$ cat config.mk
export PLATFORM = sky130hd
export DESIGN_NAME = call_trap_dispatch
export DESIGN_NICKNAME = d
export VERILOG_FILES = /design/src/rtl/call_trap_dispatch.sv
export SDC_FILE = /design/constraint.sdc
export NUM_CORES = 1
export LEC_CHECK = 0
export ABC_CLOCK_PERIOD_IN_PS = 5000
export BUFFER_PORTS_ARGS = -buffer_cell sky130_fd_sc_hd__buf_2
export CAP_MARGIN = 20
export CORE_ASPECT_RATIO = 0.6
export CORE_MARGIN = 2
export CORE_UTILIZATION = 50
export CTS_CLUSTER_SIZE = 30
export DETAILED_ROUTE_END_ITERATION = 10
export PLACE_DENSITY_LB_ADDON = 0.1
export SYNTH_ARGS = -nofsm -noshare
export SYNTH_HDL_FRONTEND = slang
export SYNTH_SLANG_ARGS = --single-unit
$ cat constraint.sdc
create_clock -name clk -period 5 [get_ports clk]
set_input_delay 0.75 -clock clk [delete_from_list [all_inputs] [get_ports clk]]
set_output_delay 0.75 -clock clk [all_outputs]
set_load 0.005 [all_outputs]
$ cat src/rtl/call_trap_dispatch.sv
module call_trap_dispatch #(
  parameter int IA_W      = 17,
  parameter int RF_W      = 4,
  parameter int SEL_W     = 3,
  parameter int NCALL     = 4,
  parameter int TRAP_BASE = 'h48
) (
  input  logic            clk,
  input  logic            rst_n,
  input  logic            call_req,
  input  logic [SEL_W-1:0] call_sel,
  input  logic [RF_W-1:0] call_rfield,
  input  logic            xchg_valid,
  input  logic            xchg_idx,
  input  logic [IA_W-1:0] xchg_ia,
  output logic            trap_valid,
  output logic [IA_W-1:0] trap_loc,
  output logic            next_valid,
  output logic [IA_W-1:0] next_ia
);

  localparam logic [IA_W-1:0] BASE = IA_W'(TRAP_BASE);
  localparam logic [IA_W-1:0] LAST = IA_W'(TRAP_BASE + NCALL - 1);

  logic [RF_W-1:0] rf_q;
  logic            call_ok;
  logic [IA_W-1:0] loc_d;
  logic [IA_W-1:0] ia_d;

  assign call_ok = call_req && (call_sel != '0) && (call_sel <= SEL_W'(NCALL));
  assign loc_d   = BASE + IA_W'(call_sel) - IA_W'(1);
  assign ia_d    = xchg_ia + (xchg_idx ? IA_W'(rf_q) : '0);

  always_ff @(posedge clk) begin
    if (!rst_n) begin
      rf_q       <= '0;
      trap_valid <= 1'b0;
      trap_loc   <= '0;
      next_valid <= 1'b0;
      next_ia    <= '0;
    end else begin
      trap_valid <= call_ok;
      next_valid <= xchg_valid;
      if (call_ok) begin
        rf_q     <= call_rfield;
        trap_loc <= loc_d;
      end
      if (xchg_valid) next_ia <= ia_d;
    end
  end

  assert_trap_range_R1: assert property (@(posedge clk) disable iff (!rst_n)
    trap_valid |-> (trap_loc >= BASE && trap_loc <= LAST));

  assert_trap_strobe_R2: assert property (@(posedge clk) disable iff (!rst_n)
    call_ok |=> trap_valid);

  assert_no_trap_R3: assert property (@(posedge clk) disable iff (!rst_n)
    (call_req && !call_ok) |=> !trap_valid);

  assert_plain_next_R4: assert property (@(posedge clk) disable iff (!rst_n)
    (xchg_valid && !xchg_idx) |=> (next_valid && next_ia == $past(xchg_ia)));

  assert_next_idle_R4: assert property (@(posedge clk) disable iff (!rst_n)
    !xchg_valid |=> !next_valid);

  assert_indexed_next_R5: assert property (@(posedge clk) disable iff (!rst_n)
    (xchg_valid && xchg_idx) |=> (next_ia - $past(xchg_ia)) == IA_W'($past(rf_q)));

  assert_rf_hold_R3: assert property (@(posedge clk) disable iff (!rst_n)
    !call_ok |=> $stable(rf_q));

endmodule

======== Yosys cells after proc, flatten, opt, wreduce, memory -nomap -nowiden ========
Index checks and enable logic that the tools add are counted.
operators by class
  multiplexer cells ....................... 1
  reductions and logical operators ........ 3
  add/subtract/negate cells ............... 3
  magnitude comparators ................... 1
operator list
  kind                   number
  $add A17 B4 Y17        1
  $sub A8 B1 Y9 const B  1
  $add A7 B3 Y8 const A  1
  $mux W4                1
  $le A3 B3 Y1 const B   1
  $reduce_bool A3 Y1     1
  $logic_and A1 B1 Y1    2
storage, ports and cells
  register bits ........................... 40
  input port bits ......................... 29
  word-level logic and storage cells ...... 13
  output and inout port bits .............. 36

======== Depth between registers and ports, before layout ========
Gate-level depths: netlist (run 1).
  word-level depth ........................ 3
  gate-level depth with buffers ........... 8
  gate-level depth less buffers ........... 8

======== Worst setup path after synthesis (run 1) ========
OpenSTA, ideal clock, no wires.
  kind .................................... input -> register
  from .................................... input xchg_idx
  to ...................................... register next_ia[14]
  setup time .............................. 0.079 ns
  data arrival time ....................... 2.381 ns
  cell stages on the path ................. 8
  buffers on the path ..................... 0
  setup slack ............................. 2.540 ns
  required time ........................... 4.921 ns
  path through ............................ and2_1 -> ha_1 -> fa_1 -> a21o_1 -> a21oi_2 -> nor4b_2 -> xnor2_1 -> a211oi_2
between the ends
  longest elaborated chain between the ends .. 2
RTL lines
  what                    RTL line  text
  start: declaration      14        input logic xchg_idx,
  $mux W4                 32        assign ia_d = xchg_ia + (xchg_idx ? IA_W'(rf_q) : '0);
  $add A17 B4 Y17         32
  end signal: assignment  48        if (xchg_valid) next_ia <= ia_d;
  end: declaration        19        output logic [IA_W-1:0] next_ia
No other way between the ends.
A chain may end at the register's enable or synchronous reset.

======== Worst setup path in the final report (run 1) ========
Same ends and word-level chain as after synthesis.

==> results.toml, run 1 <==
[outcome]
outcome = "completed"

[logic_synthesis]
synth_cell_types = 35
synth_area_leaders = "dfxtp_1, xnor2_1, buf_4"
synth-edff-count = 0
synth_top_area_share_pct = 37.4
netlist_instances = 163
synth_warnings = 0
synth_most_common_cell = "dfxtp_1"
muxShareOfSynthArea_pct = 4.68
ys_async_sr_fraction_pct = 0
synth-simple-area-share_pct = 17.0
synthTopCellsByCount = "dfxtp_1, nor2_1, buf_4, o21ai_0, xnor2_1"
synth_xor_area_share_pct = 7.60
synth_top_cell_by_area = "dfxtp_1"
synth_top_family_by_area = "simple AND/OR/NAND/NOR gates"
synth_compound_area_share_pct = 16.0
synth_area_mm2 = 0.00150
avgSynthCellArea_um2 = 9.19
synth_flop_cell = "dfxtp_1"
synth-seq-cells = 28
yosysSeqAreaShare_pct = 37.4
synth_fa_ha_area_share_pct = 7.18

[placed_design]
placed_area_mm2 = 0.00173
routabilityCongestion = 0.786
dp_hpwl_mm = 2.52
io_buffers = 52

[grt]
grt_pass1_vias = 1151
track_usage_pct = 20.2
overflow = 0
grt_max_degree = 31
grt_first_pass_wirelength_mm = 5.13
antenna_found_initial = 0

[sta]
setup_violations = 0
min_period_over_period_pct = 49.0
worst_pin_slew_ps = 904
rsz0062_at_grt = "no"
slew_headroom_pct = 39.5
slew_viol_final = 0
min_period_ps = 2450
final_hold_viol_count = 0
fmax_ghz = 0.408
finClkSkew_ps = 1.65
tns_ps = 0

[die]
die_w_um = 74.7
die_area_mm2 = 0.00346
start_util_pct = 52.5
die_h_um = 46.4
ioPinCount = 65
core_area_mm2 = 0.00285
rows = 15

[routing]
viasPerCell = 4.99
num_vias = 1263
wirelength_mm = 3.25
first_pass_iters = 4
drt_iter0_markers = 25
drc = 0
antenna_left = 0
wl_per_cell_um = 12.9

[cells_and_area]
diodes = 0
drive_above_1_share_pct = 30.8
fill_cells = 258
fin_area_mm2 = 0.00178
synthToLayoutAreaGrowth_pct = 19.0
final_nets = 249

[clock_network]
htree_levels = 1
holdBufCountCts = 0
cts-root-buf = "clkbuf_8"
cts_resized = 0
clock_path_buffers = 2
numCtsBuffers = 3
cts_tree = "built"
clk_latency_ps = 280
clock-sinks = 28
post_cts_buffers = 0
clk_pin_slew_ps = 90

[worst_setup_path]
setup.worst_path.class = "in2reg"
cp_max_fo = 8
cp_data_arrival_time_ps = 2660
required_ps = 5210
crit_path_end_kind = "flop"
reg2reg_depth = 8
crit_path_start_kind = "input port"

[power_and_ir_drop]
p_per_area_mw_per_mm2 = 265
ir_drop_v = 0.000212
power.leakage_nw = 0.832

[worst_hold_path]
hold_path_class = "reg2reg"
hold_depth = 2

[job]
drv_cap = 0
## sequential cells by signal (all words and copies together), names as in the netlist
name / flops
trap_valid: 1
trap_loc: 5
next_ia: 17
next_valid: 1
rf_q: 4
## metal layers
| layer | up-vias | track usage (%) | wire [um] |
|---|---|---|---|
| met5 | - | 0 | 0 |
| met4 | 0 | 5.00 | 22 |
| met3 | 3 | 5.47 | 209 |
| met2 | 41 | 35.0 | 1520 |
| met1 | 580 | 25.4 | 1500 |
| li1 | 639 | - | - |
## metrics by stage
step / instances / hold WS, ps / power [mW] / util [%] / setup slack, ps
global placement: 249 / 447 / 0.331 / 60.5 / 2340
finish: 253 / 483 / 0.472 / 62.5 / 2550
global route: 253 / 513 / 0.497 / 62.5 / 2430
CTS: 253 / 490 / 0.479 / 62.5 / 2570
floorplan: 174 / 452 / 0.305 / - / 2540
detailed placement: 249 / 467 / 0.335 / 60.5 / 2270
## path summary, 6_finish.rpt
kind                    start          end  slack, ps
setup / recovery     xchg_idx  next_ia[14]       2550
setup reg to reg      rf_q[0]  next_ia[14]       2830
hold / removal    trap_loc[6]  trap_loc[6]        480
hold reg to reg   trap_loc[6]  trap_loc[6]        480
## cells by family (layout without fill, tap and decap cells)
| kind of cell | Yosys count | after routing |
|---|---|---|
| other cells | 1 | 12 |
| buf+inv | 25 | 62 |
| fa+ha+maj | 8 | 8 |
| mux | 7 | 7 |
| simple gates | 43 | 43 |
| compound gates | 38 | 38 |
| flops | 28 | 28 |
| xor+xnor | 13 | 13 |
## final cells by class
type	instances	area (um^2)	share of cell area [%]
clock buffers	4	55.1	3.09
inverters	6	22.5	1.26
multi-input cells	121	831	46.6
flip-flops and latches	28	561	31.5
well taps	42	52.6	2.95
repair buffers	52	260	14.6
## worst max-delay path: stages
cell      delay (ps)
buf_2            110
and2_1           150
ha_1             230
fa_1             410
a21o_1           180
a21oi_2          360
nor4b_2          110
xnor2_1          150
a211oi_2         200
## placed cells by master (no fill, tap or decap), types with 2 or more instances in the layout
cell type,count
buf_2,52
dfxtp_1,28
nor2_1,17
o21ai_0,12
conb_1,12
xnor2_1,11
a21oi_1,10
mux2i_1,7
ha_1,7
inv_1,6
a211oi_1,6
and2_1,5
nand2_1,5
nor3_1,4
clkbuf_8,4
nor4b_2,3
o21ai_1,2
a21o_1,2
nor3b_1,2
xor2_1,2
nand3b_1,2
## power breakdown
group          switching (mW)  internal (mW)  total [mW]
clock network          0.0715         0.0707       0.142
logic                  0.0459         0.0388      0.0847
registers             0.00674          0.239       0.245
total                   0.124          0.348       0.472
(Power assumes the default switching activity.)
==> inputs of run 2 (changes only) <==
ABC_CLOCK_PERIOD_IN_PS = 1980   (was 5000)
CORE_UTILIZATION = 42   (was 50)
clock period = 1.98 ns   (was 5 ns; I/O delays follow)
==> results.toml, run 2 (synthesis gave the netlist of run 1 again) <==
[worst_setup_path]
reg2reg_from = "rf_q[0]"
crit_path_start_kind = "flop"
rr_endpoint = "next_ia[12]"
worstPathCellList = "and2_4 > ha_4 > fa_2 > a21o_1 > a21oi_4 > buf_4 > nor3b_1 > xnor2_1 > a21oi_1"
reg2reg_depth = 9
setup.worst_path.class = "reg2reg"
path_delay_family = "adder cells"
crit_path_end_kind = "flop"
crit_start = "rf_q[0]"
r2r_setup_slack_ps = 60
cp_max_fo = 4
slowest_delay_ps = 340
cp_num_buf_inv = 1
required_ps = 2130
cp_data_arrival_time_ps = 2070
cp_slowest_cell = "fa_2"

[die]
rows = 16
die_area_mm2 = 0.00408
core_area_mm2 = 0.00332
start_util_pct = 45.1
ioPinCount = 65
die_w_um = 81.1
die_h_um = 50.3

[clock_network]
numCtsBuffers = 3
clk_latency_ps = 280
clock-sinks = 28
cts-root-buf = "clkbuf_8"
htree_levels = 1
clock_path_buffers = 2
clk_pin_slew_ps = 100
holdBufCountCts = 0
cts_tree = "built"

[grt]
grt_max_degree = 31
grt_first_pass_wirelength_mm = 5.51
track_usage_pct = 17.7
overflow = 0
grt_pass1_vias = 1245
antenna_found_initial = 0

[cells_and_area]
final_nets = 259
final_cell_mix = "buf_2, dfxtp_1, nor2_1, conb_1"
drive_above_1_share_pct = 36.7
diodes = 0
top_regs = "next_ia: 17 flops, trap_loc: 5 flops, rf_q: 4 flops"
layout_commonest_cell = "buf_2"
top_register = "next_ia"
synthToLayoutAreaGrowth_pct = 26.9
largest_register_ffs = 17

[power_and_ir_drop]
ir_drop_v = 0.000358
power.leakage_nw = 0.884
p_total_mw = 1.21
p_per_area_mw_per_mm2 = 639

[placed_design]
dp_hpwl_mm = 2.62
routabilityCongestion = 0.822
io_buffers = 52

[worst_hold_path]
hold_depth = 2
hold_end = "trap_loc[0]"
hold_path_class = "in2reg"
hp-start = "call_sel[0]"

[sta]
slew_viol_final = 0
final_hold_viol_count = 0
min_period_ps = 1920
whs_ps = 232
worst_pin_slew_ps = 499
fmax_ghz = 0.520
min_period_over_period_pct = 97.1
setup_violations = 0
rsz0062_at_grt = "yes"
slew_headroom_pct = 66.7
finClkSkew_ps = 5.50

[routing]
num_vias = 1281
wirelength_mm = 3.41
drc = 0
first_pass_iters = 4
wl_per_cell_um = 12.8
antenna_left = 0
viasPerCell = 4.82
drt_iter0_markers = 56

[outcome]
outcome = "completed"

[job]
drv_cap = 0
run 2: changes by cell type in the layout (fill, tap and decap cells not counted), sizes merged:
cell  delta
buf     +10
run 2: cell type report:
class	instances	area [um^2]
inverter	6	22.5
timing repair buffer	62	339
fill	317	1420
clock buffer	4	55.1
tap	45	56.3
multi-input combinational	121	866
sequential	28	562
run 2: where the power goes:
group / internal (mW) / switching [mW] / total, mW
Clock: 0.178 / 0.182 / 0.361
Sequential: 0.603 / 0.0174 / 0.620
Combinational: 0.113 / 0.121 / 0.234
run 2: worst max path at each step:
| stage | to | cells past startpoint |
|---|---|---|
| after global routing | next_ia[10] | 9 |
| after detailed placement | next_ia[4] | 9 |
| final | next_ia[12] | 9 |
| after CTS | next_ia[8] | 8 |
| after floorplan | next_ia[14] | 8 |
| after global placement | next_ia[14] | 9 |
run 2: metrics by stage:
step	utilization [%]	setup WS [ps]	std cells	setup TNS (ps)	area, um^2
after floorplan	-	30.3	174	0	1550
after global placement	53.9	-114	259	-695	1790
after detailed placement	53.9	-199	259	-1600	1790
after CTS	56.1	31.4	265	0	1860
after global routing	57.2	-65.1	266	-140	1900
final	57.2	57.8	266	0	1900
run 2: worst register-to-register path, delay by kind of cell, from the launching register on:
kind / cells / cell delay [ps]
buf+inv: 1 / 150
flops: 1 / 330
fa+ha+maj: 2 / 500
compound gates: 3 / 480
simple gates: 2 / 190
xor+xnor: 1 / 140
run 2: metal layers:
metal  track usage, %  wire [um]
met3             5.40        249
met1             21.3       1540
met5                0          0
met4             5.37         63
met2             30.4       1560
run 2: timing repair:
item                                    in CTS  in global routing
endpoints found under the setup margin       6                 12
pin swaps                                    1                  3
gates resized for setup                      1                  8
setup buffers                                2                  1
cloned                                       0                  0
==> inputs of run 3 (changes only) <==
ABC_CLOCK_PERIOD_IN_PS = 2150   (was 1980)
CORE_UTILIZATION = 45   (was 42)
clock period = 2.15 ns   (was 1.98 ns; I/O delays follow)
==> results.toml, run 3 (synthesis gave the netlist of run 1 again) <==
[sta]
min_period_ps = 1990
min_period_over_period_pct = 92.4
fmax_ghz = 0.504
slew_headroom_pct = 66.0
worst_pin_slew_ps = 510
slew_viol_final = 0
rsz0062_at_grt = "no"
final_hold_viol_count = 0
finClkSkew_ps = 1.60
setup_violations = 0
tns_ps = 0

[worst_setup_path]
crit_path_start_kind = "flop"
r2r_setup_slack_ps = 160
worstPathCellList = "and2_1 > ha_1 > fa_2 > a21o_1 > a21oi_2 > buf_6 > nor4b_2 > xnor2_1 > a211oi_2"
cp_num_buf_inv = 1
slowest_delay_ps = 350
reg2reg_from = "rf_q[0]"
rr_endpoint = "next_ia[14]"
crit_path_end_kind = "flop"
setup.worst_path.class = "reg2reg"
crit_start = "rf_q[0]"
cp_max_fo = 8
path_delay_family = "adder cells"
cp_data_arrival_time_ps = 2180
cp_slowest_cell = "fa_2"
reg2reg_depth = 9
required_ps = 2350

[power_and_ir_drop]
power.leakage_nw = 0.856
swShare_pct = 25.8
power_frac_seq_pct = 52.0
p_total_mw = 1.10
clockPowerShare_pct = 29.6
p_per_area_mw_per_mm2 = 600
switching_power_uw = 283
p_int_uw = 814
p_comb_share_pct = 18.4
ir_drop_v = 0.000380

[clock_network]
clock_path_buffers = 2
cts_tree = "built"
holdBufCountCts = 0
numCtsBuffers = 3
clk_latency_ps = 270
clock-sinks = 28
cts-root-buf = "clkbuf_8"
htree_levels = 1
clk_pin_slew_ps = 90

[cells_and_area]
fin_area_mm2 = 0.00183
diodes = 0
layout_commonest_cell = "buf_2"
final_nets = 254
synthToLayoutAreaGrowth_pct = 22.1
largest_register_ffs = 17
post-route-util_pct = 56.8
final_cell_mix = "buf_2, dfxtp_1, nor2_1, o21ai_0, conb_1"
top_register = "next_ia"
fill_cells = 311
drive_above_1_share_pct = 32.9
top_regs = "next_ia: 17 flops, trap_loc: 5 flops, rf_q: 4 flops"

[grt]
overflow = 0
track_usage_pct = 17.3
grt_max_degree = 31
grt_pass1_vias = 1166
antenna_found_initial = 0
grt_first_pass_wirelength_mm = 5.26

[die]
ioPinCount = 65
rows = 16
die_area_mm2 = 0.00382
start_util_pct = 46.5
die_h_um = 48.7
die_w_um = 78.5
core_area_mm2 = 0.00322

[job]
drv_cap = 0

[placed_design]
io_buffers = 52
routabilityCongestion = 0.798
dp_hpwl_mm = 2.42
placed_area_mm2 = 0.00175

[worst_hold_path]
hold_depth = 2
hp-start = "call_sel[0]"
hold_end = "trap_loc[0]"
hold_path_class = "in2reg"

[routing]
viasPerCell = 4.90
drc = 0
wl_per_cell_um = 12.1
first_pass_iters = 4
drt_iter0_markers = 47
antenna_left = 0
wirelength_mm = 3.17
num_vias = 1280

[outcome]
outcome = "completed"
[run 3: through the flow]
step	std cells	worst slack, ps	hold WS, ps
after global placement	255	37.5	447
after detailed placement	255	-34.4	455
after CTS	259	107	256
final	261	164	261
after floorplan	174	118	418
after global routing	261	10.9	257
[run 3: worst max-delay path by stage]
stage | end | slack (ps) | cells after the start
finish | next_ia[14] | 160 | 9
global route | next_ia[14] | 10 | 9
CTS | next_ia[14] | 110 | 9
detailed placement | next_ia[14] | -30 | 10
global placement | next_ia[14] | 40 | 10
floorplan | next_ia[14] | 120 | 8
[run 3: layout make-up]
| cell class | count | area, um^2 | share of cell area [%] |
|---|---|---|---|
| sequential | 28 | 561 | 30.6 |
| tap | 45 | 56.3 | 3.08 |
| clock buffer | 4 | 55.1 | 3.01 |
| inverter | 6 | 22.5 | 1.23 |
| multi-input combinational | 121 | 833 | 45.6 |
| timing repair buffer | 57 | 302 | 16.5 |
[run 3: per-layer routing]
layer	up-vias	wire length, um	track usage, %
met5	-	0	0
li1	648	-	-
met1	584	1560	23.1
met2	44	1380	27.7
met3	4	191	5.78
met4	0	31	3.22
[run 3: repair_timing]
action,4_1_cts,5_1_grt
setup endpoints to repair,0,1
gates resized for setup,0,2
setup buffers,0,2
[run 3: power by group through the flow]
stage	registers [mW]	clock network (mW)	logic [mW]
final	0.571	0.325	0.202
after global routing	0.577	0.369	0.227
after detailed placement	0.583	0	0.199
after floorplan	0.586	0	0.123
after CTS	0.571	0.337	0.200
after global placement	0.581	0	0.193
